--- src/rtl/intc_pkg.sv ---
package intc_pkg;

  localparam int unsigned SRC_W     = 32;
  localparam int unsigned INT_SRC_N = 16;
  localparam int unsigned EXT_MAX   = 16;

  localparam logic [7:0] OFS_STATUS  = 8'h30;
  localparam logic [7:0] OFS_PENDING = 8'h34;
  localparam logic [7:0] OFS_ENABLE  = 8'h38;
  localparam logic [7:0] OFS_ACK     = 8'h3C;

  localparam logic [SRC_W-1:0] DEFAULT_RSVD = 32'h4000_8787;

  typedef enum logic [2:0] {
    RSEL_NONE,
    RSEL_STATUS,
    RSEL_PENDING,
    RSEL_ENABLE,
    RSEL_ACK
  } rsel_e;

endpackage

--- src/rtl/intc_rst_sync.sv ---
module intc_rst_sync (
  input  logic clk,
  input  logic arst_n,
  output logic rst_n_o
);

  logic [1:0] sync_q;
  logic [1:0] sync_d;

  always_comb begin
    sync_d = {sync_q[0], 1'b1};
  end

  always_ff @(posedge clk or negedge arst_n) begin
    if (!arst_n) begin
      sync_q <= 2'b00;
    end else begin
      sync_q <= sync_d;
    end
  end

  assign rst_n_o = sync_q[1];

endmodule

--- src/rtl/intc_src_cond.sv ---
module intc_src_cond
  import intc_pkg::*;
#(
  parameter int unsigned      NUM_EXT   = 16,
  parameter logic [15:0]      EXT_EDGE  = 16'h0000,
  parameter logic [15:0]      EXT_POS   = 16'h0000,
  parameter logic [SRC_W-1:0] RSVD_MASK = DEFAULT_RSVD
) (
  input  logic             clk,
  input  logic             rst_n,
  input  logic [SRC_W-1:0] raw_i,
  output logic [SRC_W-1:0] evt_o
);

  // Internal sources are forced to rising-edge and active-high.
  localparam logic [SRC_W-1:0] EDGE_ALL = {EXT_EDGE, 16'hFFFF};
  localparam logic [SRC_W-1:0] POS_ALL  = {EXT_POS,  16'hFFFF};
  localparam int unsigned      LIVE_N   = INT_SRC_N + NUM_EXT;

  logic [SRC_W-1:0] norm;
  logic [SRC_W-1:0] norm_q;
  logic [SRC_W-1:0] norm_d;
  logic [SRC_W-1:0] evt_raw;
  logic [SRC_W-1:0] live_mask;

  for (genvar i = 0; i < SRC_W; i++) begin : g_src
    localparam bit IS_LIVE = (i < LIVE_N) && !RSVD_MASK[i];

    assign norm[i] = raw_i[i] ^ ~POS_ALL[i];

    if (EDGE_ALL[i]) begin : g_edge
      assign evt_raw[i] = norm[i] & ~norm_q[i];
    end else begin : g_level
      assign evt_raw[i] = norm[i];
    end

    assign live_mask[i] = IS_LIVE;
  end

  always_comb begin
    norm_d = norm;
  end

  always_ff @(posedge clk or negedge rst_n) begin
    if (!rst_n) begin
      norm_q <= '0;
    end else begin
      norm_q <= norm_d;
    end
  end

  assign evt_o = evt_raw & live_mask;

endmodule

--- src/rtl/intc_status_reg.sv ---
module intc_status_reg
  import intc_pkg::*;
#(
  parameter logic [SRC_W-1:0] RSVD_MASK = DEFAULT_RSVD
) (
  input  logic             clk,
  input  logic             rst_n,
  input  logic [SRC_W-1:0] evt_i,
  input  logic             ack_we_i,
  input  logic             en_we_i,
  input  logic [SRC_W-1:0] wdata_i,
  output logic [SRC_W-1:0] stat_o,
  output logic [SRC_W-1:0] en_o
);

  logic [SRC_W-1:0] stat_q, stat_d;
  logic [SRC_W-1:0] en_q, en_d;
  logic             stat_ce;
  logic             en_ce;

  always_comb begin
    stat_d = stat_q;
    if (ack_we_i) begin
      stat_d = stat_d & ~wdata_i;
    end
    // A new event is merged after the clear, so it wins over an acknowledge.
    stat_d  = stat_d | evt_i;
    stat_ce = ack_we_i | (|evt_i);

    en_d  = wdata_i & ~RSVD_MASK;
    en_ce = en_we_i;
  end

  always_ff @(posedge clk or negedge rst_n) begin
    if (!rst_n) begin
      stat_q <= '0;
      en_q   <= '0;
    end else begin
      if (stat_ce) begin
        stat_q <= stat_d;
      end
      if (en_ce) begin
        en_q <= en_d;
      end
    end
  end

  assign stat_o = stat_q;
  assign en_o   = en_q;

endmodule

--- src/rtl/intc_regif.sv ---
module intc_regif
  import intc_pkg::*;
#(
  parameter int unsigned ADDR_W = 8
) (
  input  logic              reg_en_i,
  input  logic              reg_we_i,
  input  logic [ADDR_W-1:0] reg_addr_i,
  input  logic [SRC_W-1:0]  stat_i,
  input  logic [SRC_W-1:0]  pend_i,
  input  logic [SRC_W-1:0]  en_i,
  output logic              ack_we_o,
  output logic              en_we_o,
  output logic [SRC_W-1:0]  rdata_o
);

  rsel_e sel;

  always_comb begin
    if (reg_addr_i == ADDR_W'(OFS_STATUS)) begin
      sel = RSEL_STATUS;
    end else if (reg_addr_i == ADDR_W'(OFS_PENDING)) begin
      sel = RSEL_PENDING;
    end else if (reg_addr_i == ADDR_W'(OFS_ENABLE)) begin
      sel = RSEL_ENABLE;
    end else if (reg_addr_i == ADDR_W'(OFS_ACK)) begin
      sel = RSEL_ACK;
    end else begin
      sel = RSEL_NONE;
    end
  end

  always_comb begin
    ack_we_o = reg_en_i && reg_we_i && (sel == RSEL_ACK);
    en_we_o  = reg_en_i && reg_we_i && (sel == RSEL_ENABLE);
  end

  always_comb begin
    rdata_o = '0;
    if (reg_en_i && !reg_we_i) begin
      unique case (sel)
        RSEL_STATUS:  rdata_o = stat_i;
        RSEL_PENDING: rdata_o = pend_i;
        RSEL_ENABLE:  rdata_o = en_i;
        default:      rdata_o = '0;
      endcase
    end
  end

endmodule

--- src/rtl/intc_edge_level_ctrl.sv ---
module intc_edge_level_ctrl
  import intc_pkg::*;
#(
  parameter int unsigned      NUM_EXT   = 16,        // 1..16
  parameter logic [15:0]      EXT_EDGE  = 16'h0000,  // 1 = edge, 0 = level
  parameter logic [15:0]      EXT_POS   = 16'h0000,  // 1 = active-high
  parameter logic [SRC_W-1:0] RSVD_MASK = DEFAULT_RSVD,
  parameter int unsigned      ADDR_W    = 8
) (
  input  logic               clk,
  input  logic               rst_n,
  input  logic [15:0]        int_src_i,
  input  logic [NUM_EXT-1:0] ext_src_i,
  input  logic               reg_en_i,
  input  logic               reg_we_i,
  input  logic [ADDR_W-1:0]  reg_addr_i,
  input  logic [SRC_W-1:0]   reg_wdata_i,
  output logic [SRC_W-1:0]   reg_rdata_o,
  output logic               irq_o
);

  logic             rst_sync_n;
  logic [SRC_W-1:0] raw_all;
  logic [SRC_W-1:0] evt;
  logic [SRC_W-1:0] stat_q;
  logic [SRC_W-1:0] en_q;
  logic [SRC_W-1:0] pend;
  logic             ack_we;
  logic             en_we;

  intc_rst_sync u_rst_sync (
    .clk     (clk),
    .arst_n  (rst_n),
    .rst_n_o (rst_sync_n)
  );

  always_comb begin
    raw_all                     = '0;
    raw_all[INT_SRC_N-1:0]      = int_src_i;
    raw_all[INT_SRC_N+:NUM_EXT] = ext_src_i;
  end

  intc_src_cond #(
    .NUM_EXT   (NUM_EXT),
    .EXT_EDGE  (EXT_EDGE),
    .EXT_POS   (EXT_POS),
    .RSVD_MASK (RSVD_MASK)
  ) u_src_cond (
    .clk   (clk),
    .rst_n (rst_sync_n),
    .raw_i (raw_all),
    .evt_o (evt)
  );

  intc_status_reg #(
    .RSVD_MASK (RSVD_MASK)
  ) u_status (
    .clk      (clk),
    .rst_n    (rst_sync_n),
    .evt_i    (evt),
    .ack_we_i (ack_we),
    .en_we_i  (en_we),
    .wdata_i  (reg_wdata_i),
    .stat_o   (stat_q),
    .en_o     (en_q)
  );

  assign pend  = stat_q & en_q;
  assign irq_o = |pend;

  intc_regif #(
    .ADDR_W (ADDR_W)
  ) u_regif (
    .reg_en_i   (reg_en_i),
    .reg_we_i   (reg_we_i),
    .reg_addr_i (reg_addr_i),
    .stat_i     (stat_q),
    .pend_i     (pend),
    .en_i       (en_q),
    .ack_we_o   (ack_we),
    .en_we_o    (en_we),
    .rdata_o    (reg_rdata_o)
  );

endmodule

--- config.mk ---
export PLATFORM = sky130hd
export DESIGN_NAME = intc_edge_level_ctrl
export DESIGN_NICKNAME = d
export VERILOG_FILES = /design/src/rtl/intc_pkg.sv /design/src/rtl/intc_rst_sync.sv /design/src/rtl/intc_src_cond.sv /design/src/rtl/intc_status_reg.sv /design/src/rtl/intc_regif.sv /design/src/rtl/intc_edge_level_ctrl.sv
export SDC_FILE = /design/constraint.sdc
export NUM_CORES = 1
export LEC_CHECK = 0
export BUFFER_PORTS_ARGS = -buffer_cell sky130_fd_sc_hd__buf_2
export CAP_MARGIN = 10
export CELL_PAD_IN_SITES_DETAIL_PLACEMENT = 1
export CELL_PAD_IN_SITES_GLOBAL_PLACEMENT = 1
export CORE_ASPECT_RATIO = 1.4
export CORE_MARGIN = 2
export CORE_UTILIZATION = 43
export DETAILED_ROUTE_END_ITERATION = 8
export PLACE_DENSITY = 0.92
export SYNTH_ARGS = -nofsm -noshare
export SYNTH_HDL_FRONTEND = slang
export SYNTH_HIERARCHICAL = 1
export SYNTH_SLANG_ARGS = --single-unit
--- constraint.sdc ---
create_clock -name clk -period 5.4 [get_ports clk]
set_input_delay 1.62 -clock clk [delete_from_list [all_inputs] [get_ports clk]]
set_output_delay 1.62 -clock clk [all_outputs]
set_load 0.03 [all_outputs]
* Word level (Yosys, flattened, before mapping)
Index checks and enable logic that the tools add are counted.
Word-level totals: word-level logic and storage cells 62, output and inout bits 33, register bits after elaboration 72
Operators by class: equality and inequality tests 8, bitwise operators 36, reduce and logical (&&, ||, !) cells 7, multiplexer cells 7
Operators by type and width (count):
- case mux 32 bit (3 select lines) | 1
- AND 32 bit | 2
- two-way mux 32 bit | 2
- == test 8 x 6 -> 1 bit (second input constant) | 4
- NOT 32 bit | 1
- bitwise OR 32 bit | 1
- OR reduction 32 bit | 1
- NOT 1 bit | 23
- OR reduction 23 bit | 1
- two-way mux 3 bit | 4
- AND 1 bit | 8
- == test 3 x 2 -> 1 bit (second input constant) | 2
- logical AND 1 bit | 4
- == test 3 x 1 -> 1 bit (second input constant) | 1
- == test 3 bit (second input constant) | 1
- logical NOT 1 bit | 1
- bitwise OR 1 bit | 1

* Longest topological paths before layout
Gate-level depths: netlist of run 1.
depth in word-level cells 9, gate-level depth with buffers 6

* Modules after synthesis
Netlist of run 1, hierarchy kept.
By module, submodules not included:
- intc_status_reg | instances 1, area each 2123.3 µm², cells each 157, sequential area each 1376.3 µm²
- intc_regif | instances 1, area each 1056.0 µm², cells each 151, sequential area each 0.0 µm²
- intc_src_cond | instances 1, area each 437.9 µm², cells each 41, sequential area each 200.2 µm²
- intc_edge_level_ctrl | instances 1, area each 297.8 µm², cells each 45, sequential area each 0.0 µm²
- intc_rst_sync | instances 1, area each 53.8 µm², cells each 3, sequential area each 50.0 µm²

* Least setup slack after synthesis of run 1
No wires, ideal clock.
path kind input port to output port, start input reg_addr_i[0], end output reg_rdata_o[0], cell stages on the path 4, arrival 3292 ps, slack 488 ps, cell sequence or4b_1 > or4b_1 > buf_2 > a21oi_1
On the way: longest elaborated chain between the ends 8, elaborated cells on any way between the ends 13, those cells by class eq/ne: 7; mux: 6
Ends and longest elaborated chain:
- start: declaration | RTL line intc_edge_level_ctrl.sv:16 | input logic [ADDR_W-1:0] reg_addr_i,
- == test 8 x 6 -> 1 bit | RTL line intc_regif.sv:26 | end else if (reg_addr_i == ADDR_W'(OFS_ACK)) begin
- two-way mux 3 bit | RTL line intc_regif.sv:26
- two-way mux 3 bit | RTL line intc_regif.sv:24 | end else if (reg_addr_i == ADDR_W'(OFS_ENABLE)) begin
- two-way mux 3 bit | RTL line intc_regif.sv:22 | end else if (reg_addr_i == ADDR_W'(OFS_PENDING)) begin
- two-way mux 3 bit (*) | RTL line intc_regif.sv:20 | if (reg_addr_i == ADDR_W'(OFS_STATUS)) begin
- == test 3 x 2 -> 1 bit / == test 3 x 1 -> 1 bit (equally long branches) | RTL line intc_regif.sv:41 | unique case (sel)
- case mux 32 bit (3 select lines) (*) | RTL line intc_regif.sv:41
- two-way mux 32 bit (*) | RTL line intc_regif.sv:40 | if (reg_en_i && !reg_we_i) begin
- end: declaration | RTL line intc_edge_level_ctrl.sv:18 | output logic [SRC_W-1:0] reg_rdata_o,
Mark *: on every way between the ends. The rest lies on a longest branch, timed or not.

* Worst setup path in the final report of run 1
start input reg_addr_i[0], end output reg_rdata_o[31]
Same word-level chain as after synthesis.

==> results of run 1 <==
## synth_stat cells
cell	instances
dfrtp_1	65
nand2_1	65
or2_2	36
a21o_1	32
mux2i_1	32
a21oi_2	30
and2_1	30
mux2_2	23
buf_4	18
inv_1	15
or4_1	9
buf_6	8
clkbuf_1	8
nor2b_4	8
buf_2	4
a21oi_1	3
conb_1	3
and2_4	2
or4b_1	2
and4_1	1
and4b_1	1
nor2b_1	1
nor3_1	1
## cells in the final DEF, fill, tap and decap left out, types with 2 or more instances in the layout
| cell | netlist | layout |
|---|---|---|
| and2_1 | 30 | 30 |
| mux2_2 | 23 | 23 |
| clkbuf_8 | 0 | 2 |
| a21o_1 | 32 | 32 |
| a21oi_1 | 3 | 3 |
| a21oi_2 | 30 | 30 |
| or2_2 | 36 | 36 |
| and2_4 | 2 | 2 |
| inv_1 | 15 | 15 |
| nor2b_4 | 8 | 8 |
| dfrtp_1 | 65 | 64 |
| nand2_1 | 65 | 65 |
| buf_2 | 4 | 99 |
| buf_4 | 18 | 7 |
| or4_1 | 9 | 9 |
| mux2i_1 | 32 | 32 |
| clkbuf_1 | 8 | 2 |
| clkbuf_16 | 0 | 9 |
| clkinv_2 | 0 | 2 |
| conb_1 | 3 | 19 |
## worst paths after layout
check,to,slack (ns),depth (start not counted)
max in group asynchronous,u_rst_sync/sync_q[1],4.23,1
min in group asynchronous,u_status/stat_o[16],0.44,1
max,reg_rdata_o[31],0.17,6
max reg2reg,u_status/stat_o[20],4.38,1
min,u_rst_sync/sync_q[1],0.36,0
min reg2reg,u_rst_sync/sync_q[1],0.36,0
## power by group through the flow
stage | Combinational (W) | Sequential (W) | Clock (W)
after floorplan | 0.0000752 | 0.000516 | 0
after global placement | 0.000114 | 0.000510 | 0
after detailed placement | 0.000120 | 0.000511 | 0
after CTS | 0.000121 | 0.000502 | 0.000606
after global routing | 0.000134 | 0.000503 | 0.000633
final | 0.000120 | 0.000502 | 0.000590
## metrics by stage
stage,setup slack [ns],util
after global routing,0.111,0.530
after detailed placement,0.187,0.497
after CTS,0.186,0.530
after floorplan,0.488,-
final,0.167,0.530
after global placement,0.218,0.497
## logic make-up after synthesis
kind of cell | Yosys count | share of synthesized area
other | 3 | 0.00284
AND/OR/NAND/NOR | 156 | 0.227
buffers and inverters | 53 | 0.0835
AO/OA/AOI/OAI | 65 | 0.131
multiplexers | 55 | 0.146
flip-flops | 65 | 0.410
## area by class of cell
cell class | count | area (µm²)
Timing Repair Buffer | 107 | 568
Tap cell | 107 | 134
Inverter | 15 | 56.3
Clock inverter | 3 | 40.0
Clock buffer | 13 | 260
Multi-Input combinational cell | 295 | 2070
Fill cell | 1080 | 4220
Sequential cell | 65 | 1630
## layer usage
layer | share of wire | global-route usage
met3 | 0.036 | 0.0393
met2 | 0.56 | 0.417
met5 | 0 | 0
met4 | 0.033 | 0.108
met1 | 0.37 | 0.251
## sequential cells by signal, summed over array words and instances, names as in the netlist
register and count:
u_status/en_o 23, u_src_cond/norm_q 8, u_status/stat_o 32, u_rst_sync/sync_q 2
==> results.sh, run 1 <==
export IMPL_status="finished, final reports clean"
export IMPL_clkTransAtPathRegs_ns=0.05
export IMPL_place_inst=589
export IMPL_place_congestion=0.794
export IMPL_drc=0
export IMPL_sw_frac_of_total=0.229
export IMPL_cts_sinks=65
export IMPL_htreeDepth=3
export IMPL_crit_type="in -> out"
export IMPL_p_sw_w=0.000278
export IMPL_clk_latency_ns=0.33
export IMPL_final_hold_viol_count=0
export IMPL_fmax_mhz=191
export IMPL_synth_distinct_cells=23
export IMPL_arrival_ns=3.61
export IMPL_cts_repair_resized=0
export IMPL_synth_cell_area_um2=3970
export IMPL_ys_seq_area_frac=0.410
export IMPL_seqPwrFrac=0.414
export IMPL_cts_hold_buf=0
export IMPL_yosys_warnings=6
export IMPL_cp_startpoint="reg_addr_i[0]"
export IMPL_path_cells="buf_2 > or4b_1 > or4b_2 > buf_12 > a21oi_1 > buf_2"
export IMPL_yosys_top_cells_area="dfrtp_1 41%, mux2i_1 8.1%, a21oi_2 6.6%, mux2_2 6.5%, nand2_1 6.1%"
export IMPL_layout_nets=569
export IMPL_finalWirelength_um=10600
export IMPL_grt_total_usage=0.229
export IMPL_whs_ns=0.357
export IMPL_cts_buffers=9
export IMPL_viasPerCell=5.18
export IMPL_worst_path_buf_inv=3
export IMPL_critPathTopFamily="simple AND/OR/NAND/NOR gates"
export IMPL_p_comb_frac=0.099
export IMPL_wire_per_inst_um=17.5
export IMPL_rsz0062_at_grt="false"
export IMPL_first_pass_iters=4
export IMPL_finalSetupViolations=0
export IMPL_path_common_cell="buf_2"
export IMPL_critPathMaxFanout=32
export IMPL_dp_hpwl_um=7640
export IMPL_synthCells=397
export IMPL_gr_total_overflow=0
export IMPL_synth_top_area_frac=0.410
export IMPL_portBuffers=99
export IMPL_p_leak_nw=2.23
export IMPL_yosys_area_top_type="dfrtp_1"
export IMPL_crit_path_start_kind="primary input"
export IMPL_placed_area_um2=4460
export IMPL_core_area_um2=8980
export IMPL_num_rows=41
export IMPL_power_density_nw_per_um2=255
export IMPL_ant_nets=0
export IMPL_relSlewSlack=0.435
export IMPL_final_cell_count_no_fill=605
export IMPL_drive_gt1_frac=0.448
export IMPL_postCtsSetupRepairBufs=0
export IMPL_grt_pass1_wl_um=17700
export IMPL_drt_initial_drc_count=98
export IMPL_grt_pass1_vias=3580
export IMPL_syn_area_per_cell_um2=10.0
export IMPL_n_antenna_cell=0
export IMPL_die_w_um=85.2
export IMPL_p_total_w=0.00121
export IMPL_final_area_um2=4760
export IMPL_grt_max_degree=64
export IMPL_initial_core_util=0.442
export IMPL_dr_total_vias=3131
export IMPL_finalCriticalPeriod_ns=5.23
export IMPL_worstMarginPinSlew_ns=0.847
export IMPL_fin_setup_tns_ns=0
export IMPL_finClkSkew_ns=0.00520
export IMPL_ios=109
export IMPL_worstHoldStart="u_rst_sync/sync_q[0]"
export IMPL_ir_drop_mv=0.151
export IMPL_cpPeakStageDelay_ns=0.71
export IMPL_timing_rr_start="u_rst_sync/sync_q[1]"
export IMPL_drv_cap=0
export IMPL_fin_crit_sh=0.969
export IMPL_antenna_found_initial=0
export IMPL_clk_path_buf_depth=2
export IMPL_slew_viol_final=0
export IMPL_cp_end_kind="output pin"
export IMPL_cts_tree="yes"
export IMPL_clock_power_share=0.486
export IMPL_die_area_um2=10000
export IMPL_hold_path_class="reg -> reg"
export IMPL_synthToLayoutAreaGrowth_pct=19.9
export IMPL_die_h_um=118
export IMPL_critical_path_required_ns=3.78
export IMPL_ys_ff_latch=65
export IMPL_cpMaxStageDelayCell="or4b_2"
export IMPL_p_int_w=0.000935
export IMPL_cts_root_buffer="clkbuf_16"
Note: power is estimated with default switching activity, not from simulation.
==> run 2, diff against run 1 <==
Settings changed: MAX_ROUTING_LAYER set to met4, SKIP_CTS_REPAIR_TIMING set to 1.
==> results.sh, run 2 (synthesis gave the netlist of run 1 again) <==
export IMPL_antenna_found_initial=0
export IMPL_synthToLayoutAreaGrowth_pct=19.9
export IMPL_cts_tree="yes"
export IMPL_portBuffers=99
export IMPL_p_int_w=0.000935
export IMPL_slew_viol_final=0
export IMPL_critical_path_required_ns=3.78
export IMPL_layout_nets=569
export IMPL_largest_reg_flops=32
export IMPL_initial_core_util=0.442
export IMPL_final_cell_count_no_fill=605
export IMPL_gr_total_overflow=0
export IMPL_finalSetupViolations=0
export IMPL_cp_endpoint="reg_rdata_o[31]"
export IMPL_relSlewSlack=0.434
export IMPL_cts_root_buffer="clkbuf_16"
export IMPL_final_cell_mix="99 x buf_2, 65 x nand2_1, 64 x dfrtp_1"
export IMPL_final_hold_viol_count=0
export IMPL_clkTransAtPathRegs_ns=0.05
export IMPL_place_congestion=0.805
export IMPL_p_sw_w=0.000275
export IMPL_die_w_um=85.2
export IMPL_core_area_um2=8980
export IMPL_p_total_w=0.00121
export IMPL_finalWirelength_um=10600
export IMPL_layout_commonest_cell="buf_2"
export IMPL_ios=109
export IMPL_fin_setup_tns_ns=0
export IMPL_ff2ff_setup_slack_ns=4.38
export IMPL_grt_busiest_layer="met2"
export IMPL_dr_total_vias=3110
export IMPL_num_rows=41
export IMPL_fmax_mhz=191
export IMPL_die_h_um=118
export IMPL_fill_cells=1080
export IMPL_crit_path_start_kind="primary input"
export IMPL_cts_sinks=65
export IMPL_grt_total_usage=0.235
export IMPL_ir_drop_mv=0.147
export IMPL_hold_path_class="reg -> reg"
export IMPL_drv_cap=0
export IMPL_timing_rr_start="u_rst_sync/sync_q[1]"
export IMPL_finalCriticalPeriod_ns=5.23
export IMPL_grtUsageMet2=0.417
export IMPL_first_pass_iters=6
export IMPL_sw_frac_of_total=0.227
export IMPL_place_inst=589
export IMPL_cp_startpoint="reg_addr_i[0]"
export IMPL_cts_buffers=9
export IMPL_gr_usage_met1=0.252
export IMPL_dp_hpwl_um=7640
export IMPL_p_comb_frac=0.100
export IMPL_arrival_ns=3.61
export IMPL_finClkSkew_ns=0.00457
export IMPL_seqPwrFrac=0.415
export IMPL_power_density_nw_per_um2=254
export IMPL_crit_type="in -> out"
export IMPL_reg2regPathDepth=1
export IMPL_n_antenna_cell=0
export IMPL_whs_ns=0.357
export IMPL_status="finished, final reports clean"
export IMPL_htreeDepth=3
export IMPL_multiInputGateArea_um2=2070
export IMPL_rsz0062_at_grt="false"
export IMPL_grt_pass1_vias=3581
export IMPL_grt_max_degree=64
export IMPL_worstReg2RegEnd="u_status/stat_o[20]"
export IMPL_ant_nets=0
export IMPL_p_leak_nw=2.23
export IMPL_die_area_um2=10000
export IMPL_critPathMaxFanout=32
export IMPL_fin_crit_sh=0.969
export IMPL_use_met3=0.0414
export IMPL_grt_pass1_wl_um=17700
export IMPL_drive_gt1_frac=0.448
export IMPL_drc=0
export IMPL_clk_path_buf_depth=2
export IMPL_cp_end_kind="output pin"
export IMPL_viasPerCell=5.14
export IMPL_wire_per_inst_um=17.5
export IMPL_clock_power_share=0.485
export IMPL_drt_initial_drc_count=83
export IMPL_worstMarginPinSlew_ns=0.850
export IMPL_seq_area_um2=1630
export IMPL_clk_latency_ns=0.33
-- run 2: cell counts in the layout (fill, tap and decap cells not counted) --
Identical to the previous run, type by type.
-- run 2: stage by stage --
step / worst slack, ns / cell area [µm²] / utilization
2_1_floorplan: 0.488 / 4030 / -
3_3_place_gp: 0.218 / 4460 / 0.497
3_5_place_dp: 0.187 / 4460 / 0.497
4_1_cts: 0.186 / 4760 / 0.530
5_1_grt: 0.111 / 4760 / 0.530
6_report: 0.165 / 4760 / 0.530
-- run 2: metal layers --
metal | part of all wire | routed length [µm] | vias to the layer above
met1 | 0.37 | 3890 | 1533
met3 | 0.035 | 376 | 24
met5 | 0 | 0 | -
met4 | 0.030 | 314 | 0
li1 | - | - | 1474
met2 | 0.57 | 6020 | 79
-- run 2: critical path, stage by stage --
cell and delay, ns:
buf_2 0.10, or4b_1 0.55, or4b_2 0.71, buf_12 0.22, a21oi_1 0.18, buf_2 0.23
-- run 2: area by class of cell --
| cell class | count | share of cell area |
|---|---|---|
| Clock inverter | 3 | 0.00841 |
| Timing Repair Buffer | 107 | 0.119 |
| Tap cell | 107 | 0.0281 |
| Inverter | 15 | 0.0118 |
| Multi-Input combinational cell | 295 | 0.436 |
| Clock buffer | 13 | 0.0547 |
| Sequential cell | 65 | 0.342 |
-- run 2: power by group through the flow --
stage	combinational (W)	clock (W)	sequential (W)
after CTS	0.000121	0.000606	0.000502
after global routing	0.000134	0.000634	0.000503
after global placement	0.000114	0	0.000510
final	0.000120	0.000587	0.000502
after detailed placement	0.000120	0	0.000511
after floorplan	0.0000752	0	0.000516
-- run 2: worst min-delay path by stage --
stage	startpoint	endpoint	slack, ns	cells past startpoint
6_report	u_rst_sync/sync_q[0]	u_rst_sync/sync_q[1]	0.36	0
3_5_place_dp	u_rst_sync/sync_q[0]	u_rst_sync/sync_q[1]	0.35	0
2_1_floorplan	u_rst_sync/sync_q[0]	u_rst_sync/sync_q[1]	0.33	0
5_1_grt	u_rst_sync/sync_q[0]	u_rst_sync/sync_q[1]	0.36	0
4_1_cts	u_rst_sync/sync_q[0]	u_rst_sync/sync_q[1]	0.36	0
3_3_place_gp	u_rst_sync/sync_q[0]	u_rst_sync/sync_q[1]	0.34	0
